## src/rtl/bfe_pkg.sv

```systemverilog
package bfe_pkg;

  // Transfer direction latched at the start of a transfer.
  typedef enum logic {
    DIR_TX = 1'b0,
    DIR_RX = 1'b1
  } dir_e;

  // Occupancy flags for one direction.
  typedef struct packed {
    logic act;
    logic empty;
    logic avail;
    logic half;
    logic full;
  } side_flags_t;

endpackage

```

## src/rtl/bfe_word_fifo.sv

```systemverilog
module bfe_word_fifo #(
  parameter int DEPTH = 16,
  parameter int W     = 32
) (
  input  logic                         clk,
  input  logic                         rst,
  input  logic                         push,
  input  logic [W-1:0]                 wdata,
  input  logic                         pop,
  output logic [W-1:0]                 rdata,
  output logic [$clog2(DEPTH+1)-1:0]   level,
  output logic                         full,
  output logic                         empty
);
  localparam int AW = (DEPTH > 1) ? $clog2(DEPTH) : 1;
  localparam int CW = $clog2(DEPTH + 1);

  logic [W-1:0]  mem [DEPTH];
  logic [AW-1:0] wr_ptr, rd_ptr;
  logic [CW-1:0] cnt_q;
  logic          do_push, do_pop;

  assign full    = (cnt_q == CW'(DEPTH));
  assign empty   = (cnt_q == '0);
  assign do_push = push && !full;
  assign do_pop  = pop && !empty;
  assign level   = cnt_q;

  // Storage without reset so a block RAM can be inferred.
  always_ff @(posedge clk) begin
    if (do_push) mem[wr_ptr] <= wdata;
    if (do_pop)  rdata <= mem[rd_ptr];
  end

  always_ff @(posedge clk) begin
    if (rst) begin
      wr_ptr <= '0;
      rd_ptr <= '0;
      cnt_q  <= '0;
    end else begin
      if (do_push) wr_ptr <= (wr_ptr == AW'(DEPTH - 1)) ? '0 : wr_ptr + AW'(1);
      if (do_pop)  rd_ptr <= (rd_ptr == AW'(DEPTH - 1)) ? '0 : rd_ptr + AW'(1);
      case ({do_push, do_pop})
        2'b10:   cnt_q <= cnt_q + CW'(1);
        2'b01:   cnt_q <= cnt_q - CW'(1);
        default: cnt_q <= cnt_q;
      endcase
    end
  end
endmodule

```

## src/rtl/bfe_rx_packer.sv

```systemverilog
module bfe_rx_packer #(
  parameter int WORD_W = 32,
  parameter int BYTE_W = 8
) (
  input  logic              clk,
  input  logic              rst,
  input  logic              clr,
  input  logic              take,
  input  logic              last,
  input  logic [BYTE_W-1:0] byte_in,
  output logic              push,
  output logic [WORD_W-1:0] word
);
  localparam int LANES = WORD_W / BYTE_W;
  localparam int LW    = (LANES > 1) ? $clog2(LANES) : 1;

  logic [LW-1:0]     lane_q;
  logic [WORD_W-1:0] acc_q;
  logic [WORD_W-1:0] merged;

  // Each lane takes the incoming byte when it is the current lane.
  for (genvar i = 0; i < LANES; i++) begin : g_lane
    assign merged[i*BYTE_W +: BYTE_W] =
      (take && lane_q == LW'(i)) ? byte_in : acc_q[i*BYTE_W +: BYTE_W];
  end

  assign push = take && ((lane_q == LW'(LANES - 1)) || last);
  assign word = merged;

  always_ff @(posedge clk) begin
    if (rst || clr) begin
      lane_q <= '0;
      acc_q  <= '0;
    end else if (take) begin
      if (push) begin
        lane_q <= '0;
        acc_q  <= '0;
      end else begin
        lane_q <= lane_q + LW'(1);
        acc_q  <= merged;
      end
    end
  end
endmodule

```

## src/rtl/bfe_tx_unpacker.sv

```systemverilog
module bfe_tx_unpacker #(
  parameter int WORD_W = 32,
  parameter int BYTE_W = 8
) (
  input  logic              clk,
  input  logic              rst,
  input  logic              clr,
  input  logic              run,
  input  logic              fifo_empty,
  input  logic [WORD_W-1:0] fifo_rdata,
  input  logic              sent,
  input  logic              last,
  output logic              pop,
  output logic              have,
  output logic [BYTE_W-1:0] byte_out
);
  localparam int LANES = WORD_W / BYTE_W;
  localparam int NW    = $clog2(LANES + 1);

  logic [NW-1:0]     left_q;
  logic              wait_q;
  logic [WORD_W-1:0] word_q;

  assign pop      = run && (left_q == '0) && !wait_q && !fifo_empty;
  assign have     = (left_q != '0);
  assign byte_out = word_q[BYTE_W-1:0];

  always_ff @(posedge clk) begin
    if (rst || clr) begin
      left_q <= '0;
      wait_q <= 1'b0;
      word_q <= '0;
    end else begin
      wait_q <= pop;
      if (wait_q) begin
        word_q <= fifo_rdata;
        left_q <= NW'(LANES);
      end else if (sent) begin
        word_q <= word_q >> BYTE_W;
        left_q <= last ? '0 : left_q - NW'(1);
      end
    end
  end
endmodule

```

## src/rtl/bfe_status_flags.sv

```systemverilog
module bfe_status_flags
  import bfe_pkg::*;
#(
  parameter int DEPTH = 16,
  parameter int CW    = 5
) (
  input  logic          en,
  input  dir_e          dir,
  input  logic          cnt_zero,
  input  logic [CW-1:0] level,
  output side_flags_t   rx_f,
  output side_flags_t   tx_f
);
  localparam int HALF = DEPTH / 2;

  logic        live;
  side_flags_t base_rx, base_tx;

  always_comb begin
    live          = en && !(cnt_zero && level == '0);
    base_rx.act   = 1'b1;
    base_rx.empty = (level == '0);
    base_rx.avail = (level != '0);
    base_rx.full  = (level == CW'(DEPTH));
    base_rx.half  = (level >= CW'(HALF));
    base_tx       = base_rx;
    base_tx.half  = (level <= CW'(HALF));
    rx_f = (live && dir == DIR_RX) ? base_rx : '0;
    tx_f = (live && dir == DIR_TX) ? base_tx : '0;
  end
endmodule

```

## src/rtl/bytelane_fifo_engine.sv

```systemverilog
module bytelane_fifo_engine
  import bfe_pkg::*;
#(
  parameter int DEPTH  = 16,
  parameter int WORD_W = 32,
  parameter int BYTE_W = 8,
  parameter int LEN_W  = 16
) (
  input  logic              clk,
  input  logic              rst,
  input  logic              ctl_wr,
  input  logic              ctl_en,
  input  logic              ctl_dir,
  input  logic [LEN_W-1:0]  ctl_len,
  input  logic              host_push,
  input  logic [WORD_W-1:0] host_wdata,
  input  logic              host_pop,
  output logic [WORD_W-1:0] host_rdata,
  input  logic              card_rdy,
  input  logic              rx_valid,
  input  logic [BYTE_W-1:0] rx_byte,
  output logic              rx_ready,
  output logic              tx_valid,
  output logic [BYTE_W-1:0] tx_byte,
  input  logic              tx_ready,
  output logic              xfer_en,
  output logic [LEN_W-1:0]  byte_cnt,
  output logic              data_end,
  output logic              blk_end,
  output logic              rx_act,
  output logic              rx_empty,
  output logic              rx_avail,
  output logic              rx_half_full,
  output logic              rx_full,
  output logic              tx_act,
  output logic              tx_empty,
  output logic              tx_avail,
  output logic              tx_half_empty,
  output logic              tx_full
);
  localparam int CW = $clog2(DEPTH + 1);

  logic             en_q, done_q, zero_q;
  dir_e             dir_q;
  logic [LEN_W-1:0] cnt_q;

  logic              start, stop, cnt_zero;
  logic              rx_take, tx_sent, step;
  logic              pk_push, up_pop, up_have;
  logic [WORD_W-1:0] pk_word;
  logic              host_push_ok, host_pop_ok;
  logic              fifo_push, fifo_pop, fifo_full, fifo_empty;
  logic [WORD_W-1:0] fifo_wdata, fifo_rdata;
  logic [CW-1:0]     fifo_level;
  side_flags_t       rx_f, tx_f;

  assign start    = ctl_wr && ctl_en;
  assign stop     = ctl_wr && !ctl_en;
  assign cnt_zero = (cnt_q == '0);

  // Card side handshakes.
  assign rx_ready = en_q && (dir_q == DIR_RX) && !cnt_zero && card_rdy && !fifo_full;
  assign rx_take  = rx_ready && rx_valid;
  assign tx_valid = en_q && (dir_q == DIR_TX) && !cnt_zero && up_have;
  assign tx_sent  = tx_valid && tx_ready;
  assign step     = rx_take || tx_sent;

  // Host side gating.
  assign host_push_ok = host_push && en_q && (dir_q == DIR_TX) && !cnt_zero && !fifo_full;
  assign host_pop_ok  = host_pop && (dir_q == DIR_RX) && !fifo_empty;

  assign fifo_push  = pk_push || host_push_ok;
  assign fifo_wdata = pk_push ? pk_word : host_wdata;
  assign fifo_pop   = up_pop || host_pop_ok;

  bfe_word_fifo #(.DEPTH(DEPTH), .W(WORD_W)) u_fifo (
    .clk   (clk),
    .rst   (rst),
    .push  (fifo_push),
    .wdata (fifo_wdata),
    .pop   (fifo_pop),
    .rdata (fifo_rdata),
    .level (fifo_level),
    .full  (fifo_full),
    .empty (fifo_empty)
  );

  bfe_rx_packer #(.WORD_W(WORD_W), .BYTE_W(BYTE_W)) u_pack (
    .clk     (clk),
    .rst     (rst),
    .clr     (start),
    .take    (rx_take),
    .last    (cnt_q == LEN_W'(1)),
    .byte_in (rx_byte),
    .push    (pk_push),
    .word    (pk_word)
  );

  bfe_tx_unpacker #(.WORD_W(WORD_W), .BYTE_W(BYTE_W)) u_unpack (
    .clk        (clk),
    .rst        (rst),
    .clr        (start),
    .run        (en_q && (dir_q == DIR_TX) && !cnt_zero),
    .fifo_empty (fifo_empty),
    .fifo_rdata (fifo_rdata),
    .sent       (tx_sent),
    .last       (cnt_q == LEN_W'(1)),
    .pop        (up_pop),
    .have       (up_have),
    .byte_out   (tx_byte)
  );

  bfe_status_flags #(.DEPTH(DEPTH), .CW(CW)) u_flags (
    .en       (en_q),
    .dir      (dir_q),
    .cnt_zero (cnt_zero),
    .level    (fifo_level),
    .rx_f     (rx_f),
    .tx_f     (tx_f)
  );

  // Transfer control registers.
  always_ff @(posedge clk) begin
    if (rst) begin
      en_q   <= 1'b0;
      dir_q  <= DIR_TX;
      cnt_q  <= '0;
      done_q <= 1'b0;
      zero_q <= 1'b1;
    end else begin
      if (host_pop) zero_q <= !host_pop_ok;
      if (start) begin
        en_q   <= 1'b1;
        dir_q  <= dir_e'(ctl_dir);
        cnt_q  <= ctl_len;
        done_q <= 1'b0;
      end else begin
        if (stop)                               en_q <= 1'b0;
        else if (en_q && cnt_zero && fifo_empty) en_q <= 1'b0;
        if (step)             cnt_q  <= cnt_q - LEN_W'(1);
        if (en_q && cnt_zero) done_q <= 1'b1;
      end
    end
  end

  assign host_rdata    = zero_q ? '0 : fifo_rdata;
  assign xfer_en       = en_q;
  assign byte_cnt      = cnt_q;
  assign data_end      = done_q;
  assign blk_end       = done_q;
  assign rx_act        = rx_f.act;
  assign rx_empty      = rx_f.empty;
  assign rx_avail      = rx_f.avail;
  assign rx_half_full  = rx_f.half;
  assign rx_full       = rx_f.full;
  assign tx_act        = tx_f.act;
  assign tx_empty      = tx_f.empty;
  assign tx_avail      = tx_f.avail;
  assign tx_half_empty = tx_f.half;
  assign tx_full       = tx_f.full;
endmodule

```

## config.mk

```make
export PLATFORM = sky130hd
export DESIGN_NAME = bytelane_fifo_engine
export DESIGN_NICKNAME = d
export VERILOG_FILES = /design/src/rtl/bfe_pkg.sv /design/src/rtl/bfe_word_fifo.sv /design/src/rtl/bfe_rx_packer.sv /design/src/rtl/bfe_tx_unpacker.sv /design/src/rtl/bfe_status_flags.sv /design/src/rtl/bytelane_fifo_engine.sv
export SDC_FILE = /design/constraint.sdc
export NUM_CORES = 1
export LEC_CHECK = 0
export BUFFER_PORTS_ARGS = -buffer_cell sky130_fd_sc_hd__buf_2
export CAP_MARGIN = 20
export CORE_UTILIZATION = 55
export DETAILED_ROUTE_END_ITERATION = 7
export PLACE_DENSITY_LB_ADDON = 0.05
export SKIP_LAST_GASP = 1
export SYNTH_ARGS = -nofsm -noshare
export SYNTH_HDL_FRONTEND = slang
export SYNTH_SLANG_ARGS = --single-unit
export TNS_END_PERCENT = 20
```

## constraint.sdc

```tcl
create_clock -name clk -period 4.7 [get_ports clk]
set_input_delay 0.94 -clock clk [delete_from_list [all_inputs] [get_ports clk]]
set_output_delay 0.94 -clock clk [all_outputs]
set_load 0.03 [all_outputs]
```

==> flow_summary.ini, run 1 <==
[layout]
diodes = 0
nNetsFinal = 1776
final_layout_size_suffix_gt1_share_pct = 29.1
final_cell_mix = 544 x edfxtp_1, 160 x mux4_2, 136 x buf_2
final_common_cell = edfxtp_1
area_growth_pct = 14.9

[min_path]
min-delay-start = u_unpack.left_q[1]
hold_path.class = reg -> reg
holdPathEnd = u_unpack.left_q[1]
holdPathStages = 2

[clocking]
cts_buffers = 68
cts.path.max_buffers = 3
cts_root_buf = clkbuf_16
cts.clk_slew.worst_paths_ns = 0.06
cts_setup_buffers = 0
clock_latency_ns = 0.60
cts.sinks = 647
cts_hold_buf = 0
cts_tree = yes
htreeDepth = 3
cts.repair.resized = 0

[global_routing]
grt_util_all_layers_pct = 28.1
grt_pass1_vias = 14200
antenna_found_initial = 0
grt_overflow_total = 0
grt_max_degree = 81
grt_pass1_wl_mm = 95.4

[timing]
max_clock_freq_mhz = 253
finalCritPeriodShare_pct = 84.0
slew_violations = 0
setup_violations = 0
max_slew_margin_pct = 28.5
rsz0062_at_grt = no
tightest_slew_ns = 1.07
fin_skew_ns = 0.0253
hold_violations = 0
period_minus_slack_ns = 3.95
tns_ns = 0

[critical_path]
critPathLaunchType = register
end_kind = register
worstPathRequired_ns = 5.21
crit_top_cell = a21oi_1
crit_path_top_delay_cell = or4_4
worstReg2RegEnd = u_fifo.level[4]
cp_max_fo = 14
rr_worst_depth = 12
max_stage_delay_ns = 0.59
r2r-start = byte_cnt[4]
path_class = reg -> reg
rrSetupSlack_ns = 0.75
path_cells = or4_4 -> and4b_1 -> a31oi_2 -> nor3_2 -> inv_1 -> ha_1 -> fa_1 -> a21o_1 -> a21oi_1 -> xor2_1 -> or3_1 -> a21oi_1
cp.arrival_ns = 4.45

[floorplan]
io_pins = 137
die_y_um = 219
die_w_um = 219
start_util_pct = 55.8
fp-row-count = 79
dieArea_sq_um = 48100
core_sq_um = 46600

[yosys]
synth_warnings = 0
synthArstFlopShare_pct = 0
synth_seq_cells = 647
ys_seq_area_share_pct = 70.8
synth-edff-count = 544
syn_nets = 1581
postSynthAreaPerCell_sq_um = 17.4
synth_ff_type = edfxtp_1
syn_area_sq_um = 26000
synth.distinct_cells = 65
syn_inst = 1497

[power]
p_leak_nw = 9.78
power_density_nw_per_um2 = 394
peakVddDrop_uv = 307
power.total_w = 0.0118

[place]
gp_congestion = 0.866
portBuffers = 136
dpl.hpwl_mm = 40.3

[routing]
route.met3.wl_mm = 4.89
wire_per_inst_um = 27.9
dr.first_iter.drc_count = 1556
highest_layer = met4
met2_length_mm = 31.6
wl_mm = 65.5
vias = 14700
drt-met1-wl_mm = 27.1
via_per_inst = 6.25
drt-pass1-iter-count = 6
ant_nets = 0
drc = 0

[run_status]
status = complete, no violations

[run]
drv_cap = 0
[cell usage after synthesis (8+ instances only)]
master	number	area (sq um)
a31oi_1	17	106
and3_1	23	144
dfxtp_1	103	2060
mux4_2	160	3600
a21oi_1	28	140
o21ai_0	85	425
nor2b_1	36	225
or4_1	8	60.1
nand3_1	14	70.1
clkbuf_1	65	244
buf_1	12	45.0
buf_4	11	82.6
or3_1	12	75.1
buf_2	9	45.0
ha_1	17	213
o22ai_1	31	194
edfxtp_1	544	16300
inv_1	19	71.3
nor2_1	42	158
a311oi_1	11	96.3
nand2b_1	10	62.6
nor3_1	31	155
nand2_1	92	345
mux2i_1	29	290
[cell type report]
type,count,area [sq um]
fillers,3303,16700
clock inverters,30,239
repair buffers,223,1410
inverters,21,78.8
well taps,607,759
flip-flops and latches,647,18400
multi-input cells,731,7140
clock buffers,89,1820
[layer usage]
layer,track usage (%),vias up
li1,-,6407
met2,44.3,637
met4,10.0,0
met5,0,-
met1,39.9,7516
met3,4.50,117
[flip-flops by register name (all words and copies together) (netlist names), 3 cells and up]
register	cells
u_pack.acc_q	32
u_fifo.rd_ptr	4
u_fifo.rdata	32
u_fifo.wr_ptr	4
u_fifo.level	5
u_fifo.mem	512
u_unpack.word_q	32
u_unpack.left_q	3
byte_cnt	16
[kinds of logic after synthesis]
family          after synthesis  share of synthesized area [%]
buf+inv                     119                           1.95
flops                       647                           70.8
fa+ha+maj                    18                          0.896
simple gates                297                           5.88
compound gates              219                           5.20
xor+xnor                      6                          0.202
mux                         191                           15.1
[worst max-delay path by stage]
| stage | slack [ns] | endpoint | cells past startpoint | startpoint |
|---|---|---|---|---|
| floorplan | 0.55 | u_fifo.level[4] | 11 | byte_cnt[4] |
| global placement | 0.80 | u_fifo.level[4] | 13 | card_rdy |
| detailed placement | 0.72 | u_fifo.level[4] | 13 | card_rdy |
| CTS | 0.77 | u_fifo.level[4] | 12 | byte_cnt[4] |
| global route | 0.51 | u_fifo.level[4] | 12 | byte_cnt[11] |
| finish | 0.75 | u_fifo.level[4] | 12 | byte_cnt[4] |
[critical path: cells and delay by family, from the launching register on]
kind / cells / cell delay [ns]
simple gates: 4 / 1.78
fa+ha+maj: 2 / 0.76
compound gates: 4 / 0.68
flops: 1 / 0.36
buf+inv: 1 / 0.19
xor+xnor: 1 / 0.09
[power by group]
group          switching, W  internal (W)  total [W]
logic              0.000273      0.000155   0.000428
clock network       0.00214       0.00294    0.00508
registers         0.0000285       0.00624    0.00626
[metrics by stage]
| stage | hold WS, ns | cells | utilization (%) | worst slack, ns | cell area [sq um] |
|---|---|---|---|---|---|
| floorplan | 0.440 | 1497 | - | 0.548 | 26000 |
| global placement | 0.455 | 2223 | 59.5 | 0.795 | 27700 |
| detailed placement | 0.457 | 2224 | 59.6 | 0.716 | 27700 |
| CTS | 0.469 | 2343 | 64.0 | 0.771 | 29800 |
| global route | 0.483 | 2348 | 64.1 | 0.511 | 29900 |
| finish | 0.468 | 2348 | 64.1 | 0.752 | 29900 |
(Power assumes the default switching activity.)
==> run 2, diff against run 1 <==
==> constraint.sdc (replaced) <==
create_clock -name clk -period 3.8 [get_ports clk]
set_input_delay 0.76 -clock clk [delete_from_list [all_inputs] [get_ports clk]]
set_output_delay 0.76 -clock clk [all_outputs]
set_load 0.03 [all_outputs]
==> run 2 against run 1 <==
  * Power up 25%
  * Sequential power rose by 24%
  * Routed wire length grew 1.3%
  * Global-route usage rose by 0.20 points
  * Sequential cell count did not move
  * Critical endpoint is now rx_full
  * Combinational power up 24%
  * Sequential share of layout area decreased by 0.72 points
  * Worst hold slack lost 0.058 ns
  * Non-clock buffer count up 4
  * Largest power group unchanged
  * Critical path depth shrank 6
  * Clock power rose by 27%
==> flow_summary.ini, run 2 (synthesis gave the netlist of run 1 again) <==
[run_status]
status = complete, no violations

[timing]
max_clock_freq_mhz = 287
period_minus_slack_ns = 3.49
rsz0062_at_grt = no
tns_ns = 0
fin_ws_ns = 0.311
setup_violations = 0
fin_skew_ns = 0.0210
finalCritPeriodShare_pct = 91.8
tightest_slew_ns = 1.05
hold_violations = 0
slew_violations = 0
max_slew_margin_pct = 29.8

[power]
combPwrFrac_pct = 3.6
p_leak_nw = 9.87
peakVddDrop_uv = 398
power.switching_w = 0.00307
power.total_w = 0.0147
pwr-share-clk_pct = 43.9
power_density_nw_per_um2 = 488
power_frac_seq_pct = 52.5
p_int_w = 0.0117
swShare_pct = 20.8

[clocking]
cts_buffers = 67
cts_tree = yes
cts.clk_slew.worst_paths_ns = 0.06
cts_hold_buf = 0
cts_root_buf = clkbuf_16
clock_latency_ns = 0.61
htreeDepth = 3
cts.path.max_buffers = 3
cts.sinks = 647

[routing]
drt-pass1-iter-count = 5
drc = 0
wl_mm = 66.3
wire_per_inst_um = 28.1
ant_nets = 0
vias = 14800
via_per_inst = 6.28
dr.first_iter.drc_count = 1459

[critical_path]
end_kind = primary output
cp.arrival_ns = 2.73
crit_path_top_delay_cell = or4_4
critPathLaunchType = register
cp_max_fo = 8
path_class = reg -> out
worstPathRequired_ns = 3.04
path_cells = or4_4 -> nand4b_2 -> nor2_1 -> a21oi_1 -> and2_1 -> buf_2
max_stage_delay_ns = 0.60

[place]
portBuffers = 136
dpl.hpwl_mm = 38.9
dpl_cell_area_sq_um = 28000
pre_cts_slack_ns = 0.250
gp_congestion = 0.884
dpl.cell_count = 2227

[layout]
nNetsFinal = 1779
final_common_cell = edfxtp_1
largest_register = u_fifo.mem
final_cells = 2357
largest_reg_flops = 512
stdcell_area_sq_um = 30200
fillers = 3231
final_layout_size_suffix_gt1_share_pct = 29.8
final_cell_mix = 544 x edfxtp_1, 160 x mux4_2, 138 x buf_2
area_growth_pct = 16.2

[floorplan]
die_w_um = 219
fp-row-count = 79
die_y_um = 219
start_util_pct = 55.8
io_pins = 137
dieArea_sq_um = 48100
core_sq_um = 46600

[global_routing]
grt_pass1_wl_mm = 95.7
antenna_found_initial = 1
grt_pass1_vias = 14500
grt_util_all_layers_pct = 28.3
grt_max_degree = 59
grt_overflow_total = 0

[run]
drv_cap = 0

[min_path]
hold_path.class = in -> reg
==> run 2: changes by cell type in the layout (fill, tap and decap cells not counted), moves of 2 or more <==
cell,change
clkinv_1,-4
clkinvlp_4,+4
buf_4,-15
buf_12,+19
buf_2,+2
clkbuf_1,-3
clkbuf_8,+2
clkinv_8,+2
==> run 2: power groups by stage <==
stage | Sequential [W] | Clock (W) | Combinational (W)
after detailed placement | 0.00790 | 0 | 0.000522
after CTS | 0.00775 | 0.00655 | 0.000524
after global placement | 0.00789 | 0 | 0.000512
final | 0.00775 | 0.00647 | 0.000530
after floorplan | 0.00791 | 0 | 0.000292
after global routing | 0.00775 | 0.00681 | 0.000571
==> run 2: timing repair <==
action                                  4_1_cts  5_1_grt
endpoints found under the setup margin        0        1
setup buffers                                 0        1
gates resized for setup                       0        0
==> run 2: per-stage QoR <==
step / util, % / hold slack (ns)
finish: 64.9 / 0.410
global route: 64.9 / 0.407
CTS: 64.8 / 0.387
detailed placement: 60.1 / 0.461
global placement: 60.1 / 0.455
floorplan: - / 0.440
==> run 2: worst max-delay path: cells and delay by family, from the launching register on <==
family | cells | cell delay (ns)
flops | 1 | 0.37
compound gates | 1 | 0.15
buf+inv | 1 | 0.17
simple gates | 4 | 1.44
==> run 2: final cells by class <==
class | instances | area [sq um] | share of cell area (%)
sequential | 647 | 18400 | 60.9
inverter | 21 | 78.8 | 0.261
tap | 607 | 759 | 2.51
multi-input combinational | 731 | 7140 | 23.6
clock inverter | 35 | 330 | 1.09
clock buffer | 88 | 1840 | 6.09
timing repair buffer | 227 | 1650 | 5.45
antenna | 1 | 2.50 | 0.00828
==> run 2: per-layer routing <==
| layer | part of all wire, % | GRT usage [%] |
|---|---|---|
| met2 | 48 | 45.0 |
| met1 | 42 | 40.1 |
| met4 | 2.9 | 10.2 |
| met5 | 0.017 | 0 |
| met3 | 6.4 | 4.02 |
==> run 2: worst paths after layout <==
path                       from                 end  slack, ns  cells after the start
min                     ctl_dir               dir_q       0.41                      3
min reg2reg  u_unpack.word_q[3]  u_unpack.word_q[3]       0.47                      2
max                 byte_cnt[4]             rx_full       0.31                      6
max reg2reg         byte_cnt[4]     u_fifo.level[4]       0.33                     11
